**config.mk**
```make
export PLATFORM = sky130hd
export DESIGN_NAME = lane_align_tx
export DESIGN_NICKNAME = d
export VERILOG_FILES = /design/src/rtl/lane_align_pkg.sv /design/src/rtl/la_mf_timer.sv /design/src/rtl/la_seq_ctrl.sv /design/src/rtl/la_octet_gen.sv /design/src/rtl/lane_align_tx.sv
export SDC_FILE = /design/constraint.sdc
export NUM_CORES = 1
export LEC_CHECK = 0
export CORE_UTILIZATION = 33
export CTS_CLUSTER_SIZE = 16
export DETAILED_ROUTE_END_ITERATION = 7
export PLACE_DENSITY = 0.88
export SYNTH_ARGS = -nofsm -noshare
export SYNTH_HDL_FRONTEND = slang
export SYNTH_SLANG_ARGS = --single-unit
```
**constraint.sdc**
```tcl
create_clock -name clk_i -period 5.5 [get_ports clk_i]
set_input_delay 0.825 -clock clk_i [delete_from_list [all_inputs] [get_ports clk_i]]
set_output_delay 0.825 -clock clk_i [all_outputs]
set_load 0.01 [all_outputs]
```
**src/rtl/lane_align_pkg.sv**
```systemverilog
package lane_align_pkg;
  localparam logic [7:0] K_START = 8'h1C;
  localparam logic [7:0] K_END   = 8'h7C;
  localparam logic [7:0] K_CFG   = 8'h9C;
  localparam logic [7:0] K_COMMA = 8'hBC;

  localparam int CFG_OCTETS = 14;
  localparam int CFG_MF     = 1;   // index of multiframe carrying configuration

  typedef enum logic [1:0] {
    ST_COMMA = 2'd0,
    ST_ALIGN = 2'd1,
    ST_USER  = 2'd2
  } la_state_e;

  function automatic logic is_ctrl_char(logic [7:0] b);
    return (b == K_START) || (b == K_END) || (b == K_CFG) || (b == K_COMMA);
  endfunction
endpackage

```
**src/rtl/la_mf_timer.sv**
```systemverilog
module la_mf_timer #(
  parameter int WPM = 8,
  parameter int WW  = $clog2(WPM)
) (
  input  logic          clk_i,
  input  logic          rst_ni,
  output logic [WW-1:0] word_o,
  output logic          last_o
);
  localparam logic [WW-1:0] LAST_W = WW'(WPM - 1);

  logic [WW-1:0] word_q;

  always_ff @(posedge clk_i or negedge rst_ni) begin
    if (!rst_ni)              word_q <= '0;
    else if (word_q == LAST_W) word_q <= '0;
    else                      word_q <= word_q + 1'b1;
  end

  assign word_o = word_q;
  assign last_o = (word_q == LAST_W);
endmodule

```
**src/rtl/la_seq_ctrl.sv**
```systemverilog
module la_seq_ctrl
  import lane_align_pkg::*;
#(
  parameter int ALIGN_MFS = 4,
  parameter int MFW       = $clog2(ALIGN_MFS)
) (
  input  logic           clk_i,
  input  logic           rst_ni,
  input  logic           sync_ni,
  input  logic           mf_last_i,
  output la_state_e      state_o,
  output logic [MFW-1:0] mf_o
);
  localparam logic [MFW-1:0] LAST_MF = MFW'(ALIGN_MFS - 1);

  la_state_e      state_q;
  logic [MFW-1:0] mf_q;

  always_ff @(posedge clk_i or negedge rst_ni) begin
    if (!rst_ni) begin
      state_q <= ST_COMMA;
      mf_q    <= '0;
    end else if (!sync_ni) begin
      state_q <= ST_COMMA;
      mf_q    <= '0;
    end else if (mf_last_i) begin
      case (state_q)
        ST_COMMA: begin
          state_q <= ST_ALIGN;
          mf_q    <= '0;
        end
        ST_ALIGN: begin
          if (mf_q == LAST_MF) state_q <= ST_USER;
          else                 mf_q    <= mf_q + 1'b1;
        end
        default: ;
      endcase
    end
  end

  assign state_o = state_q;
  assign mf_o    = mf_q;
endmodule

```
**src/rtl/la_octet_gen.sv**
```systemverilog
module la_octet_gen
  import lane_align_pkg::*;
#(
  parameter int MF_OCTETS = 32,
  parameter int WW        = 3,
  parameter int MFW       = 2
) (
  input  la_state_e               state_i,
  input  logic [MFW-1:0]          mf_i,
  input  logic [WW-1:0]           word_i,
  input  logic [CFG_OCTETS*8-1:0] cfg_i,
  input  logic [31:0]             data_i,
  output logic [31:0]             lane_o,
  output logic [3:0]              ctrl_o
);
  localparam int OW = WW + 2;
  localparam logic [OW-1:0] IDX_END    = OW'(MF_OCTETS - 1);
  localparam logic [OW-1:0] IDX_CFG_LO = OW'(2);
  localparam logic [OW-1:0] IDX_CFG_HI = OW'(CFG_OCTETS + 2);

  logic cfg_mf;
  assign cfg_mf = (mf_i == MFW'(CFG_MF));

  for (genvar k = 0; k < 4; k++) begin : g_oct
    logic [OW-1:0] idx;
    logic [7:0]    cfg_b;
    logic [7:0]    oct;
    logic          kf;

    assign idx = {word_i, 2'(k)};   // octet index within multiframe

    always_comb begin
      cfg_b = '0;
      for (int n = 0; n < CFG_OCTETS; n++) begin
        if (idx == OW'(n + 2)) cfg_b = cfg_i[8*n +: 8];
      end
    end

    always_comb begin
      case (state_i)
        ST_ALIGN: begin
          if (idx == '0)                     {kf, oct} = {1'b1, K_START};
          else if (idx == IDX_END)           {kf, oct} = {1'b1, K_END};
          else if (cfg_mf && idx == OW'(1))  {kf, oct} = {1'b1, K_CFG};
          else if (cfg_mf && idx >= IDX_CFG_LO && idx < IDX_CFG_HI)
                                             {kf, oct} = {1'b0, cfg_b};
          else                               {kf, oct} = {1'b0, 8'(idx)};
        end
        ST_USER:  {kf, oct} = {1'b0, data_i[8*k +: 8]};
        default:  {kf, oct} = {1'b1, K_COMMA};
      endcase
    end

    assign lane_o[8*k +: 8] = oct;
    assign ctrl_o[k]        = kf;
  end
endmodule

```
**src/rtl/lane_align_tx.sv**
```systemverilog
module lane_align_tx
  import lane_align_pkg::*;
#(
  parameter int MF_OCTETS = 32,
  parameter int ALIGN_MFS = 4
) (
  input  logic                    clk_i,
  input  logic                    rst_ni,
  input  logic                    sync_ni,
  input  logic [CFG_OCTETS*8-1:0] cfg_i,
  input  logic [31:0]             data_i,
  output logic [31:0]             lane_o,
  output logic [3:0]              ctrl_o
);
  localparam int WPM = MF_OCTETS / 4;
  localparam int WW  = $clog2(WPM);
  localparam int MFW = $clog2(ALIGN_MFS);

  logic [WW-1:0]  word;
  logic           word_last;
  la_state_e      state;
  logic [MFW-1:0] mf;

  la_mf_timer #(.WPM(WPM), .WW(WW)) u_timer (
    .clk_i  (clk_i),
    .rst_ni (rst_ni),
    .word_o (word),
    .last_o (word_last)
  );

  la_seq_ctrl #(.ALIGN_MFS(ALIGN_MFS), .MFW(MFW)) u_ctrl (
    .clk_i     (clk_i),
    .rst_ni    (rst_ni),
    .sync_ni   (sync_ni),
    .mf_last_i (word_last),
    .state_o   (state),
    .mf_o      (mf)
  );

  la_octet_gen #(.MF_OCTETS(MF_OCTETS), .WW(WW), .MFW(MFW)) u_gen (
    .state_i (state),
    .mf_i    (mf),
    .word_i  (word),
    .cfg_i   (cfg_i),
    .data_i  (data_i),
    .lane_o  (lane_o),
    .ctrl_o  (ctrl_o)
  );
endmodule

```
; Word-level counts from Yosys, hierarchy flattened
; Index checks and enable logic that the tools add are counted.
[op_classes]
addsub = 2
order_cmp = 8
n_eq_ne = 12
n_mux = 47
n_reduce_logical = 17
[ops]
columns = operator, n
row1 = two-way mux 8 bit, 24
row2 = one-hot mux 8 bit (2 select lines), 4
row3 = >= comparator 5 x 2 -> 1 bit (second input constant), 4
row4 = logical NOT 5 bit, 4
row5 = < comparator 5 bit (second input constant), 4
row6 = two-way mux 2 bit, 6
row7 = logical AND 1 bit, 9
row8 = one-hot mux 1 bit (2 select lines), 4
row9 = one-hot mux 2 bit (2 select lines), 2
row10 = == test 3 x 2 -> 1 bit (second input constant), 2
row11 = two-way mux 1 bit, 6
row12 = AND reduction 3 bit, 2
row13 = == test 2 x 1 -> 1 bit (second input constant), 2
row14 = == test 2 bit (second input constant), 2
row15 = adder 3 x 1 -> 3 bit (second input constant), 1
row16 = == test 3 x 1 -> 1 bit (second input constant), 1
row17 = == test 3 bit (second input constant), 1
row18 = logical NOT 3 bit, 1
row19 = two-way mux 3 bit, 1
row20 = != test 3 x 1 -> 1 bit (second input constant), 1
row21 = != test 3 x 2 -> 1 bit (second input constant), 1
row22 = != test 3 bit (second input constant), 1
row23 = adder 2 x 1 -> 2 bit (second input constant), 1
row24 = logical NOT 2 bit, 1
row25 = != test 2 x 1 -> 1 bit (second input constant), 1
[totals]
ff_bits = 7
inputBits = 147
out_inout_bits = 36
elab_cells = 89

; Logic depth before layout (Yosys ltp)
; Gate-level depths: netlist of the first run.
[logic_depth]
word_depth = 9
mapped_depth = 9
ltp_nobuf = 6

; By module
; From an unflattened synthesis of the first run, not the netlist that was laid out.
[hier_totals]
hier_cells = 218
area_unflattened_um2 = 1745.4
[modules_own_cells]
columns = module, instances, cells_each, area_per_inst_um2, seq_area_each_um2
row1 = la_octet_gen, 1, 194, 1435.1, 0.0
row2 = la_seq_ctrl, 1, 18, 206.4, 100.1
row3 = la_mf_timer, 1, 6, 103.8, 75.1

; Worst setup path after synthesis of the first run
; Ideal clock, no wire load.
[synth_path]
path_kind = register -> output
from = register u_timer.word_q[0] (netlist: u_timer.word_o[0])
to = output lane_o[31]
t_arrival_ps = 2005
required_ps = 4675
path_slack_ps = 2670
path_stages_with_launch = 8
path_buffers = 2
path_cell_list = dfrtp_1 -> ha_1 -> ha_1 -> buf_2 -> clkinv_1 -> buf_2 -> o221ai_1 -> o311ai_0
[synth_between]
elab_chain_len = 9
word_cells_on_any_way = 18
cone_classes = order compare (2) / eq/ne (4) / mux (8) / reduce/logical (4)
[synth_lines]
columns = item, line_no
row1 = from (decl), la_mf_timer.sv:12  ; logic [WW-1:0] word_q;
row2 = from (signal assigned), la_mf_timer.sv:17  ; else word_q <= word_q + 1'b1;
row3 = logical NOT 3 bit, la_octet_gen.sv:35  ; if (idx == OW'(n + 2)) cfg_b = cfg_i[8*n +: 8];
row4 = two-way mux 8 bit (4 in a row), la_octet_gen.sv:35
row5 = two-way mux 8 bit, la_octet_gen.sv:45  ; else if (cfg_mf && idx >= IDX_CFG_LO && idx < IDX_CFG_HI)
row6 = two-way mux 8 bit, la_octet_gen.sv:43  ; else if (idx == IDX_END) {kf, oct} = {1'b1, K_END};
row7 = two-way mux 8 bit *, la_octet_gen.sv:42  ; if (idx == '0) {kf, oct} = {1'b1, K_START};
row8 = one-hot mux 8 bit (2 select lines) *, la_octet_gen.sv:40  ; case (state_i)
row9 = to (decl), lane_align_tx.sv:12  ; output logic [31:0] lane_o,
; Mark *: on every way between the ends. The rest lies on a longest branch, timed or not.

; Worst setup path after layout of the first run
[layout_path]
from = register u_timer.word_q[1] (netlist: u_timer.word_o[1])
to = output lane_o[3]
[layout_between]
elab_chain_len = 7
word_cells_on_any_way = 14
cone_classes = order compare (2) / eq/ne (3) / mux (6) / reduce/logical (3)
[layout_lines]
columns = item, line_no
row1 = "parallel branches: the longest is 5 deep, another holds >= comparator 5 x 2 -> 1 bit", -
row2 = two-way mux 8 bit *, la_octet_gen.sv:42
row3 = one-hot mux 8 bit (2 select lines) *, la_octet_gen.sv:40
; Mark *: on every way between the ends.

==> impl_metrics.xml, run 1 <==
<?xml version="1.0" encoding="UTF-8"?>
<metrics>
  <group name="drt">
    <metric name="drc_errors" unit="">0</metric>
    <metric name="route.antenna.remaining_nets" unit="">0</metric>
    <metric name="via_count" unit="">3035</metric>
    <metric name="route.detailed.vias_per_inst" unit="">5.974</metric>
    <metric name="total_detailed_routing_wirelength" unit="mm">9.842</metric>
    <metric name="drt_pre_antenna_iters" unit="">7</metric>
    <metric name="routed_wire_length_per_instance" unit="um">19.37</metric>
    <metric name="drt_first_iter_violations" unit="">273</metric>
  </group>
  <group name="min_path">
    <metric name="hp-class" unit="">register to register</metric>
    <metric name="holdPathEnd" unit="">u_timer.word_o[0]</metric>
    <metric name="worstHoldPathCells" unit="">1</metric>
    <metric name="min_from" unit="">u_timer.word_o[0]</metric>
  </group>
  <group name="synth">
    <metric name="syn_inst" unit="">276</metric>
    <metric name="synth_enable_flop_cells" unit="">0</metric>
    <metric name="post_synth_instance_area" unit="mm2">0.001878</metric>
    <metric name="yosys-top-cells-area" unit="">sky130_fd_sc_hd__dfrtp_1 9.3%, sky130_fd_sc_hd__a221oi_1 8.4%, sky130_fd_sc_hd__ha_1 7.3%</metric>
    <metric name="synth_seq_cells" unit="">7</metric>
    <metric name="ys_types" unit="">54</metric>
    <metric name="fraction_of_synthesized_cell_area_taken_by_the_top_area_cell_type" unit="%">9.327</metric>
    <metric name="top_cell_types_by_occurrence_after_synthesis" unit="">33 x sky130_fd_sc_hd__nand2_1, 23 x sky130_fd_sc_hd__a21oi_1, 22 x sky130_fd_sc_hd__o21ai_0, 18 x sky130_fd_sc_hd__a221oi_1</metric>
    <metric name="yosys_most_used_dff" unit="">sky130_fd_sc_hd__dfrtp_1</metric>
    <metric name="synth-seq-area-share" unit="%">9.327</metric>
    <metric name="synth_largest_area_cell" unit="">sky130_fd_sc_hd__dfrtp_1</metric>
    <metric name="most_frequently_used_cell_type_in_the_post_synthesis_netlist" unit="">sky130_fd_sc_hd__nand2_1</metric>
    <metric name="synth-async-reset-ratio" unit="%">100.0</metric>
    <metric name="synth-warning-count" unit="">0</metric>
    <metric name="postSynthAreaPerCell" unit="um2">6.805</metric>
    <metric name="synth_fp_nets" unit="">434</metric>
  </group>
  <group name="flow_run">
    <metric name="timing.max_cap.violations" unit="">0</metric>
  </group>
  <group name="critical_path">
    <metric name="critical_path_class" unit="">register to output port</metric>
    <metric name="critical-path-slowest-cell" unit="">sky130_fd_sc_hd__ha_1</metric>
    <metric name="crit_arrival" unit="ns">3.48</metric>
    <metric name="crit_path_start_kind" unit="">register</metric>
    <metric name="timing.rr.end" unit="">u_ctrl.mf_o[1]</metric>
    <metric name="ff2ff_path_depth" unit="">5</metric>
    <metric name="path_buf_inv" unit="">2</metric>
    <metric name="critical_path.reg2reg.startpoint" unit="">u_timer.word_o[0]</metric>
    <metric name="crit_path_max_fanout" unit="">25</metric>
    <metric name="cell_chain_of_the_critical_path" unit="">inv_1 &gt; ha_1 &gt; nor2b_1 &gt; a221oi_1 &gt; o311ai_0 &gt; clkdlybuf4s50_1</metric>
    <metric name="crit_start" unit="">u_timer.word_o[1]</metric>
    <metric name="rrSetupSlack" unit="ns">3.74</metric>
    <metric name="cp_data_required_time" unit="ns">4.68</metric>
    <metric name="worst_setup_path_end_kind" unit="">output port</metric>
    <metric name="crit_family" unit="">adder cells</metric>
    <metric name="critical-path-max-stage-delay" unit="ns">0.79</metric>
  </group>
  <group name="power">
    <metric name="total_leakage_power" unit="nW">1.337</metric>
    <metric name="p_int" unit="W">0.0002590</metric>
    <metric name="power_switching" unit="W">0.0001103</metric>
    <metric name="ir_drop" unit="V">0.00007098</metric>
    <metric name="comb_power_share" unit="%">64.9</metric>
    <metric name="p_per_area" unit="mW/mm2">99.59</metric>
    <metric name="seq_power_share" unit="%">14.6</metric>
    <metric name="power_switching_share" unit="%">29.87</metric>
    <metric name="p_clk_share" unit="%">20.5</metric>
  </group>
  <group name="clock_network">
    <metric name="insertion_delay" unit="ns">0.23</metric>
    <metric name="cts_tree" unit="">yes</metric>
    <metric name="post_cts_hold_buffer_count" unit="">0</metric>
    <metric name="clock_tree.buffer_depth" unit="">2</metric>
    <metric name="post_cts_resize_count" unit="">0</metric>
    <metric name="post-cts-setup-buffers" unit="">0</metric>
    <metric name="number_of_buffers_added_by_the_clock_tree_synthesis_step" unit="">3</metric>
    <metric name="h_tree_levels" unit="">1</metric>
    <metric name="clock_sink_count" unit="">7</metric>
    <metric name="clkSlewWorstSetupHoldPaths" unit="ns">0.05</metric>
    <metric name="clock_tree.root_cell" unit="">sky130_fd_sc_hd__clkbuf_8</metric>
  </group>
  <group name="floorplanning">
    <metric name="io-pin-count" unit="">183</metric>
    <metric name="die_area" unit="mm2">0.005997</metric>
    <metric name="height_of_the_chip" unit="um">77.44</metric>
    <metric name="width_of_the_die" unit="um">77.44</metric>
    <metric name="core-area" unit="mm2">0.005507</metric>
    <metric name="fp-row-count" unit="">27</metric>
    <metric name="initial_utilization" unit="%">34.11</metric>
  </group>
  <group name="global_routing">
    <metric name="grt_remaining_overflow" unit="">0</metric>
    <metric name="grt_first_pass_wirelength" unit="mm">15.08</metric>
    <metric name="grt_start_max_net_pins" unit="">34</metric>
    <metric name="grt.total_usage" unit="%">31.85</metric>
    <metric name="grt_pass1_vias" unit="">2969</metric>
    <metric name="antenna_found_initial" unit="">0</metric>
  </group>
  <group name="cells_and_area">
    <metric name="nFillCells" unit="">482</metric>
    <metric name="area_used_by_multi_input_combinational_logic" unit="mm2">0.001496</metric>
    <metric name="post_route_cells_drive_above_1_share" unit="%">4.817</metric>
    <metric name="area_delta_synth_final" unit="%">97.47</metric>
    <metric name="insertedDiodeCount" unit="">0</metric>
    <metric name="final-seq-area" unit="um2">175.2</metric>
    <metric name="nNetsFinal" unit="">595</metric>
    <metric name="design_area" unit="mm2">0.003709</metric>
  </group>
  <group name="place">
    <metric name="port_buffers" unit="">182</metric>
    <metric name="dp_hpwl" unit="mm">7.547</metric>
    <metric name="placedInstanceArea" unit="mm2">0.003662</metric>
    <metric name="gp_congestion" unit="">0.9553</metric>
  </group>
  <group name="sta">
    <metric name="timing_hold_violations_final" unit="">0</metric>
    <metric name="clock.fmax" unit="MHz">232.1</metric>
    <metric name="worst_pin_slew" unit="ns">1.053</metric>
    <metric name="setup_skew" unit="ns">0.004537</metric>
    <metric name="layout_worst_path_cycle_share" unit="%">78.35</metric>
    <metric name="finalSetupViolCount" unit="">0</metric>
    <metric name="timing.max_slew.rel_slack" unit="%">29.77</metric>
    <metric name="rsz0062_at_grt" unit="">false</metric>
    <metric name="final.min_clock_period" unit="ns">4.309</metric>
    <metric name="final-max-slew-violation-count" unit="">0</metric>
    <metric name="fin_tns_setup" unit="ns">0</metric>
  </group>
  <group name="outcome">
    <metric name="run_status" unit="">completed</metric>
  </group>
</metrics>
-- flip-flops by register name, summed over array words and instances (netlist names) --
signal          cells
u_ctrl.state_o      2
u_ctrl.mf_o         2
u_timer.word_o      3
-- per-stage QoR --
| step | setup slack (ns) | utilization, % | hold WS (ns) | power, W | cells |
|---|---|---|---|---|---|
| finish | 1.191 | 67.35 | 0.6179 | 0.0003693 | 508 |
| global route | 0.9694 | 67.35 | 0.6453 | 0.0003866 | 508 |
| CTS | 1.264 | 67.35 | 0.6151 | 0.0003696 | 508 |
| detailed placement | 1.522 | 66.51 | 0.6099 | 0.0002916 | 504 |
| global placement | 1.676 | 66.51 | 0.5756 | 0.0002908 | 504 |
| floorplan | 2.670 | - | 0.5294 | 0.0001280 | 276 |
-- cell families after synthesis --
| kind of cell | Yosys count | share of synthesized area (%) |
|---|---|---|
| AO/OA/AOI/OAI | 127 | 47.50 |
| adder cells (fa/ha/maj) | 11 | 7.328 |
| buffers and inverters | 43 | 10.99 |
| flip-flops | 7 | 9.327 |
| AND/OR/NAND/NOR | 88 | 24.85 |
-- layout by cell type (no fill, tap or decap), types with 6 or more instances in the layout --
master / instances
sky130_fd_sc_hd__a21oi_1: 23
sky130_fd_sc_hd__a221o_1: 6
sky130_fd_sc_hd__a221oi_1: 18
sky130_fd_sc_hd__a22oi_1: 6
sky130_fd_sc_hd__clkdlybuf4s50_1: 182
sky130_fd_sc_hd__dfrtp_1: 7
sky130_fd_sc_hd__ha_1: 11
sky130_fd_sc_hd__inv_1: 12
sky130_fd_sc_hd__nand2_1: 33
sky130_fd_sc_hd__nand3_1: 9
sky130_fd_sc_hd__nor2_1: 8
sky130_fd_sc_hd__nor2b_1: 7
sky130_fd_sc_hd__o2111ai_1: 7
sky130_fd_sc_hd__o211ai_1: 6
sky130_fd_sc_hd__o21a_1: 6
sky130_fd_sc_hd__o21ai_0: 22
sky130_fd_sc_hd__o21ai_1: 6
-- worst max-delay path by stage --
stage                       to  slack, ns  cells past startpoint
detailed placement  lane_o[15]       1.52                      6
finish               lane_o[3]       1.19                      6
global route        lane_o[15]       0.97                      6
CTS                  lane_o[3]       1.26                      6
floorplan           lane_o[31]       2.67                      7
global placement    lane_o[15]       1.68                      6
-- metal layers --
layer	vias up	wire [um]	global-route usage (%)
met5	-	0	0
met4	0	451	17.17
met3	42	898	6.000
met2	203	4661	53.10
met1	1401	3831	38.37
li1	1389	-	-
-- cell type report --
class	count	share of cell area (%)
inverter	13	1.316
tap	72	2.429
sequential	7	4.723
clock buffer	3	1.113
timing repair buffer	186	49.93
clock inverter	1	0.1350
multi-input combinational	226	40.35
-- power by group through the flow --
| stage | clock network, W | logic (W) | registers (W) |
|---|---|---|---|
| final | 0.0000756 | 0.000240 | 0.0000539 |
| after global routing | 0.0000799 | 0.000253 | 0.0000541 |
| after CTS | 0.0000769 | 0.000239 | 0.0000539 |
| after detailed placement | 0 | 0.000237 | 0.0000547 |
| after global placement | 0 | 0.000236 | 0.0000546 |
| after floorplan | 0 | 0.0000735 | 0.0000545 |
Note: power is estimated with default switching activity, not from simulation.
==> run 2: changes to the inputs <==
- CORE_UTILIZATION: 33 -> 31
- PLACE_DENSITY: 0.88 -> 0.83
- clock period: 5.5 -> 4.1 ns (I/O delays scaled with it)
==> run 2 against run 1 <==
Compared with the run above:
- largest power group unchanged
- highest routed layer unchanged
- cell count is 0.98% higher
- sequential cell count unchanged
- via count decreased by 1.1%
- die area up 6.3%
- total power increased by 34%
- cell area grew 0.98%
==> impl_metrics.xml, run 2 (synthesis results as in run 1) <==
<?xml version="1.0" encoding="UTF-8"?>
<metrics>
  <group name="outcome">
    <metric name="run_status" unit="">completed</metric>
  </group>
  <group name="global_routing">
    <metric name="grt_remaining_overflow" unit="">0</metric>
    <metric name="grt.total_usage" unit="%">29.83</metric>
    <metric name="antenna_found_initial" unit="">0</metric>
    <metric name="grt_pass1_vias" unit="">3035</metric>
    <metric name="grt_first_pass_wirelength" unit="mm">14.82</metric>
    <metric name="grt_start_max_net_pins" unit="">24</metric>
  </group>
  <group name="power">
    <metric name="seq_power_share" unit="%">14.7</metric>
    <metric name="ir_drop" unit="V">0.00009849</metric>
    <metric name="comb_power_share" unit="%">66.3</metric>
    <metric name="power_switching_share" unit="%">29.32</metric>
    <metric name="total_leakage_power" unit="nW">1.358</metric>
    <metric name="power_switching" unit="W">0.0001449</metric>
    <metric name="p_clk_share" unit="%">18.9</metric>
    <metric name="p_int" unit="W">0.0003492</metric>
    <metric name="total_power" unit="W">0.0004941</metric>
    <metric name="p_per_area" unit="mW/mm2">132.0</metric>
  </group>
  <group name="cells_and_area">
    <metric name="nFillCells" unit="">505</metric>
    <metric name="insertedDiodeCount" unit="">0</metric>
    <metric name="nNetsFinal" unit="">600</metric>
    <metric name="layout.cells.most_common_list" unit="">182 x sky130_fd_sc_hd__clkdlybuf4s50_1, 33 x sky130_fd_sc_hd__nand2_1, 23 x sky130_fd_sc_hd__a21oi_1</metric>
    <metric name="post_route_cells_drive_above_1_share" unit="%">5.669</metric>
    <metric name="leading_cell_type_in_the_layout_fill_and_taps_excluded" unit="">sky130_fd_sc_hd__clkdlybuf4s50_1</metric>
    <metric name="flip_flop_count_of_the_largest_register_after_layout" unit="">3</metric>
    <metric name="area_delta_synth_final" unit="%">99.40</metric>
  </group>
  <group name="floorplanning">
    <metric name="die_area" unit="mm2">0.006374</metric>
    <metric name="io-pin-count" unit="">183</metric>
    <metric name="core-area" unit="mm2">0.005675</metric>
    <metric name="fp-row-count" unit="">27</metric>
    <metric name="height_of_the_chip" unit="um">79.84</metric>
    <metric name="width_of_the_die" unit="um">79.84</metric>
    <metric name="initial_utilization" unit="%">33.09</metric>
  </group>
  <group name="drt">
    <metric name="drc_errors" unit="">0</metric>
    <metric name="via_count" unit="">3001</metric>
    <metric name="route.detailed.vias_per_inst" unit="">5.850</metric>
    <metric name="route.antenna.remaining_nets" unit="">0</metric>
    <metric name="drt_pre_antenna_iters" unit="">5</metric>
    <metric name="detailroute.wirelength.met2" unit="mm">4.966</metric>
    <metric name="drt_first_iter_violations" unit="">176</metric>
    <metric name="routed_wire_length_per_instance" unit="um">19.47</metric>
    <metric name="wl_met3" unit="mm">1.053</metric>
    <metric name="total_detailed_routing_wirelength" unit="mm">9.990</metric>
    <metric name="m1WireLength" unit="mm">3.702</metric>
    <metric name="topRoutingLayerUsed" unit="">met4</metric>
  </group>
  <group name="clock_network">
    <metric name="post-cts-setup-buffers" unit="">0</metric>
    <metric name="cts_tree" unit="">yes</metric>
    <metric name="post_cts_hold_buffer_count" unit="">0</metric>
    <metric name="clock_sink_count" unit="">7</metric>
    <metric name="clkSlewWorstSetupHoldPaths" unit="ns">0.04</metric>
    <metric name="post_cts_resize_count" unit="">0</metric>
    <metric name="number_of_buffers_added_by_the_clock_tree_synthesis_step" unit="">3</metric>
    <metric name="insertion_delay" unit="ns">0.22</metric>
    <metric name="clock_tree.buffer_depth" unit="">2</metric>
    <metric name="clock_tree.root_cell" unit="">sky130_fd_sc_hd__clkbuf_8</metric>
    <metric name="h_tree_levels" unit="">1</metric>
  </group>
  <group name="sta">
    <metric name="holdWs" unit="ns">0.6291</metric>
    <metric name="fin_tns_setup" unit="ns">0</metric>
    <metric name="rsz0062_at_grt" unit="">false</metric>
    <metric name="finalSetupViolCount" unit="">0</metric>
    <metric name="final-max-slew-violation-count" unit="">0</metric>
    <metric name="layout_worst_path_cycle_share" unit="%">89.19</metric>
    <metric name="final.min_clock_period" unit="ns">3.657</metric>
    <metric name="setup_skew" unit="ns">0.001132</metric>
    <metric name="timing_hold_violations_final" unit="">0</metric>
    <metric name="worst_pin_slew" unit="ns">0.7779</metric>
    <metric name="clock.fmax" unit="MHz">273.5</metric>
    <metric name="timing.max_slew.rel_slack" unit="%">48.14</metric>
  </group>
  <group name="place">
    <metric name="dp_hpwl" unit="mm">7.967</metric>
    <metric name="gp_congestion" unit="">0.9213</metric>
    <metric name="port_buffers" unit="">182</metric>
  </group>
  <group name="critical_path">
    <metric name="crit_arrival" unit="ns">3.04</metric>
    <metric name="crit_path_max_fanout" unit="">13</metric>
    <metric name="cp_data_required_time" unit="ns">3.48</metric>
    <metric name="crit_path_start_kind" unit="">register</metric>
    <metric name="critical_path_class" unit="">register to output port</metric>
    <metric name="worst_setup_path_end_kind" unit="">output port</metric>
  </group>
  <group name="min_path">
    <metric name="hp-class" unit="">register to register</metric>
  </group>
  <group name="flow_run">
    <metric name="timing.max_cap.violations" unit="">0</metric>
  </group>
</metrics>
run 2: changes by cell type in the layout (fill, tap and decap cells not counted), sizes merged:
cell | before | now
buf | 4 | 9
clkbuf | 3 | 4
clkinv | 2 | 1
run 2: final timing paths:
| kind | start | to | slack, ns | cells past startpoint |
|---|---|---|---|---|
| max | u_timer.word_o[2] | lane_o[24] | 0.44 | 7 |
| min | u_timer.word_o[0] | u_timer.word_o[0] | 0.63 | 1 |
| max reg2reg | u_timer.word_o[0] | u_ctrl.mf_o[1] | 2.38 | 5 |
| min reg2reg | u_timer.word_o[0] | u_timer.word_o[0] | 0.63 | 1 |
| max in group asynchronous | rst_ni | u_ctrl.state_o[1] | 3.19 | 1 |
| min in group asynchronous | rst_ni | u_ctrl.mf_o[1] | 0.67 | 1 |
run 2: worst max-delay path, cell delays in order (launching register included):
cell,delay (ns)
sky130_fd_sc_hd__dfrtp_1,0.55
sky130_fd_sc_hd__inv_1,0.18
sky130_fd_sc_hd__ha_1,0.33
sky130_fd_sc_hd__buf_4,0.23
sky130_fd_sc_hd__or2_2,0.31
sky130_fd_sc_hd__a2111oi_0,0.46
sky130_fd_sc_hd__o21a_1,0.20
sky130_fd_sc_hd__clkdlybuf4s50_1,0.54
run 2: final cells by class:
type	instances	area, um2	area share (%)
Timing Repair Buffer	191	1889	50.45
Multi-Input combinational cell	226	1496	39.96
Inverter	13	48.80	1.303
Clock buffer	4	45.04	1.203
Sequential cell	7	175.2	4.678
Tap cell	72	90.09	2.406
run 2: per-layer routing:
| layer | GRT usage (%) | vias up |
|---|---|---|
| met4 | 13.21 | 0 |
| met5 | 0 | - |
| met3 | 5.829 | 26 |
| met1 | 33.27 | 1376 |
| met2 | 54.19 | 199 |
| li1 | - | 1400 |
run 2: per-stage QoR:
stage | setup WS, ns | instance area [um2] | util, % | cells
floorplan | 1.480 | 1878 | - | 276
global placement | 0.8535 | 3700 | 65.19 | 509
detailed placement | 0.7184 | 3700 | 65.19 | 509
CTS | 0.4667 | 3745 | 65.98 | 513
global route | 0.2686 | 3745 | 65.98 | 513
finish | 0.4431 | 3745 | 65.98 | 513
run 2: power groups by stage:
stage                logic, W  registers (W)  clock network (W)
floorplan           0.0000986      0.0000731                  0
global placement     0.000326      0.0000733                  0
detailed placement   0.000325      0.0000735                  0
CTS                  0.000327      0.0000726          0.0000979
global route         0.000345      0.0000729           0.000103
finish               0.000328      0.0000727          0.0000936
==> run 3: changes to the inputs <==
- clock period: 4.1 -> 3.95 ns (I/O delays scaled with it)
==> run 3 against run 2 <==
Compared with the run above:
- hold slack lost 0.0081 ns
- clock-buffer cell count is the same
- combinational power grew 3%
- critical path depth grew 2
- clock power grew 9%
- routed wire length shrank 2.0%
- non-clock buffer count grew 3
- sequential cell count is the same
==> impl_metrics.xml, run 3 (synthesis results as in run 1) <==
<?xml version="1.0" encoding="UTF-8"?>
<metrics>
  <group name="cells_and_area">
    <metric name="flip_flop_count_of_the_largest_register_after_layout" unit="">3</metric>
    <metric name="insertedDiodeCount" unit="">0</metric>
    <metric name="nNetsFinal" unit="">603</metric>
    <metric name="finalCoreUtilization" unit="%">66.38</metric>
    <metric name="layout.cells.most_common_list" unit="">182 x sky130_fd_sc_hd__clkdlybuf4s50_1, 33 x sky130_fd_sc_hd__nand2_1, 23 x sky130_fd_sc_hd__a21oi_1</metric>
    <metric name="post_route_cells_drive_above_1_share" unit="%">6.306</metric>
    <metric name="leading_cell_type_in_the_layout_fill_and_taps_excluded" unit="">sky130_fd_sc_hd__clkdlybuf4s50_1</metric>
    <metric name="area_delta_synth_final" unit="%">100.6</metric>
    <metric name="nFillCells" unit="">515</metric>
  </group>
  <group name="sta">
    <metric name="holdWs" unit="ns">0.6210</metric>
    <metric name="clock.fmax" unit="MHz">281.4</metric>
    <metric name="timing.max_slew.rel_slack" unit="%">61.49</metric>
    <metric name="fin_tns_setup" unit="ns">0</metric>
    <metric name="final.min_clock_period" unit="ns">3.553</metric>
    <metric name="timing_hold_violations_final" unit="">0</metric>
    <metric name="worst_pin_slew" unit="ns">0.5776</metric>
    <metric name="setup_skew" unit="ns">0.004372</metric>
    <metric name="final-max-slew-violation-count" unit="">0</metric>
    <metric name="finalSetupViolCount" unit="">0</metric>
    <metric name="rsz0062_at_grt" unit="">false</metric>
    <metric name="layout_worst_path_cycle_share" unit="%">89.96</metric>
  </group>
  <group name="drt">
    <metric name="route.antenna.remaining_nets" unit="">0</metric>
    <metric name="via_count" unit="">2991</metric>
    <metric name="route.detailed.vias_per_inst" unit="">5.797</metric>
    <metric name="drt_first_iter_violations" unit="">199</metric>
    <metric name="drc_errors" unit="">0</metric>
    <metric name="routed_wire_length_per_instance" unit="um">18.98</metric>
    <metric name="drt_pre_antenna_iters" unit="">4</metric>
    <metric name="total_detailed_routing_wirelength" unit="mm">9.793</metric>
  </group>
  <group name="place">
    <metric name="gp_congestion" unit="">0.8699</metric>
    <metric name="port_buffers" unit="">182</metric>
    <metric name="dp_hpwl" unit="mm">7.710</metric>
  </group>
  <group name="critical_path">
    <metric name="crit_path_start_kind" unit="">register</metric>
    <metric name="crit_path_max_fanout" unit="">12</metric>
    <metric name="critical_path_class" unit="">register to output port</metric>
    <metric name="worst_setup_path_end_kind" unit="">output port</metric>
    <metric name="cp_data_required_time" unit="ns">3.36</metric>
    <metric name="crit_arrival" unit="ns">2.96</metric>
  </group>
  <group name="floorplanning">
    <metric name="initial_utilization" unit="%">33.09</metric>
    <metric name="io-pin-count" unit="">183</metric>
    <metric name="width_of_the_die" unit="um">79.84</metric>
    <metric name="core-area" unit="mm2">0.005675</metric>
    <metric name="height_of_the_chip" unit="um">79.84</metric>
    <metric name="die_area" unit="mm2">0.006374</metric>
    <metric name="fp-row-count" unit="">27</metric>
  </group>
  <group name="global_routing">
    <metric name="grt_first_pass_wirelength" unit="mm">14.30</metric>
    <metric name="grt_pass1_vias" unit="">3013</metric>
    <metric name="grt.total_usage" unit="%">28.60</metric>
    <metric name="grt_remaining_overflow" unit="">0</metric>
    <metric name="antenna_found_initial" unit="">0</metric>
    <metric name="grt_start_max_net_pins" unit="">23</metric>
  </group>
  <group name="clock_network">
    <metric name="post_cts_resize_count" unit="">0</metric>
    <metric name="post_cts_hold_buffer_count" unit="">0</metric>
    <metric name="post-cts-setup-buffers" unit="">0</metric>
    <metric name="clock_tree.root_cell" unit="">sky130_fd_sc_hd__clkbuf_8</metric>
    <metric name="insertion_delay" unit="ns">0.23</metric>
    <metric name="clock_sink_count" unit="">7</metric>
    <metric name="clkSlewWorstSetupHoldPaths" unit="ns">0.04</metric>
    <metric name="h_tree_levels" unit="">1</metric>
    <metric name="number_of_buffers_added_by_the_clock_tree_synthesis_step" unit="">3</metric>
    <metric name="clock_tree.buffer_depth" unit="">2</metric>
    <metric name="cts_tree" unit="">yes</metric>
  </group>
  <group name="power">
    <metric name="total_power" unit="W">0.0005146</metric>
    <metric name="total_leakage_power" unit="nW">1.372</metric>
    <metric name="ir_drop" unit="V">0.00009330</metric>
    <metric name="p_per_area" unit="mW/mm2">136.6</metric>
  </group>
  <group name="outcome">
    <metric name="run_status" unit="">completed</metric>
  </group>
  <group name="flow_run">
    <metric name="timing.max_cap.violations" unit="">0</metric>
  </group>
  <group name="min_path">
    <metric name="hp-class" unit="">register to register</metric>
  </group>
</metrics>
==> run 3: cell count changes in the layout (fill, tap and decap cells not counted) <==
cell,change
sky130_fd_sc_hd__buf_4,+3
==> run 3: per-layer routing <==
| metal | track usage (%) | part of all wire, % | routed length (um) | up-vias |
|---|---|---|---|---|
| met5 | 0 | 0 | 0 | - |
| li1 | - | - | - | 1410 |
| met3 | 5.829 | 10 | 991 | 21 |
| met1 | 33.24 | 38 | 3755 | 1380 |
| met2 | 51.79 | 49 | 4837 | 180 |
| met4 | 9.107 | 2.1 | 208 | 0 |
==> run 3: worst paths after layout <==
check                             startpoint                end  slack, ns  depth (start not counted)
max                        u_timer.word_o[0]         lane_o[20]       0.40                          9
min                        u_timer.word_o[0]  u_timer.word_o[0]       0.62                          1
max reg2reg                u_timer.word_o[0]     u_ctrl.mf_o[1]       2.25                          5
min reg2reg                u_timer.word_o[0]  u_timer.word_o[0]       0.62                          1
max in group asynchronous             rst_ni     u_ctrl.mf_o[1]       3.06                          1
min in group asynchronous             rst_ni  u_timer.word_o[1]       0.64                          1
==> run 3: area by class of cell <==
class	count	area, um2	area share, %
inverters	13	48.80	1.295
flip-flops and latches	7	175.2	4.650
repair buffers	194	1912	50.75
clock buffers	4	45.04	1.196
well taps	72	90.09	2.391
multi-input cells	226	1496	39.72
==> run 3: report_power, final <==
part | internal (W) | switching [W] | total [W]
Sequential | 0.0000736 | 0.00000183 | 0.0000754
Clock | 0.0000699 | 0.0000317 | 0.000102
Combinational | 0.000219 | 0.000118 | 0.000338
Total | 0.000363 | 0.000152 | 0.000515
==> run 3: per-stage QoR <==
stage	instance area (um2)	std cells	setup WS (ns)
after CTS	3767	516	0.4322
after global placement	3722	512	0.7456
final	3767	516	0.3968
after floorplan	1878	276	1.353
after detailed placement	3722	512	0.6904
after global routing	3767	516	0.2231
==> run 3: critical path, cell delays in order (launching register included) <==
cell and delay, ns:
sky130_fd_sc_hd__dfrtp_1 0.46, sky130_fd_sc_hd__ha_1 0.26, sky130_fd_sc_hd__ha_1 0.22, sky130_fd_sc_hd__buf_4 0.18, sky130_fd_sc_hd__clkinv_1 0.20, sky130_fd_sc_hd__buf_4 0.22, sky130_fd_sc_hd__o211a_1 0.15, sky130_fd_sc_hd__a21oi_1 0.04
sky130_fd_sc_hd__o311ai_0 0.36, sky130_fd_sc_hd__clkdlybuf4s50_1 0.62
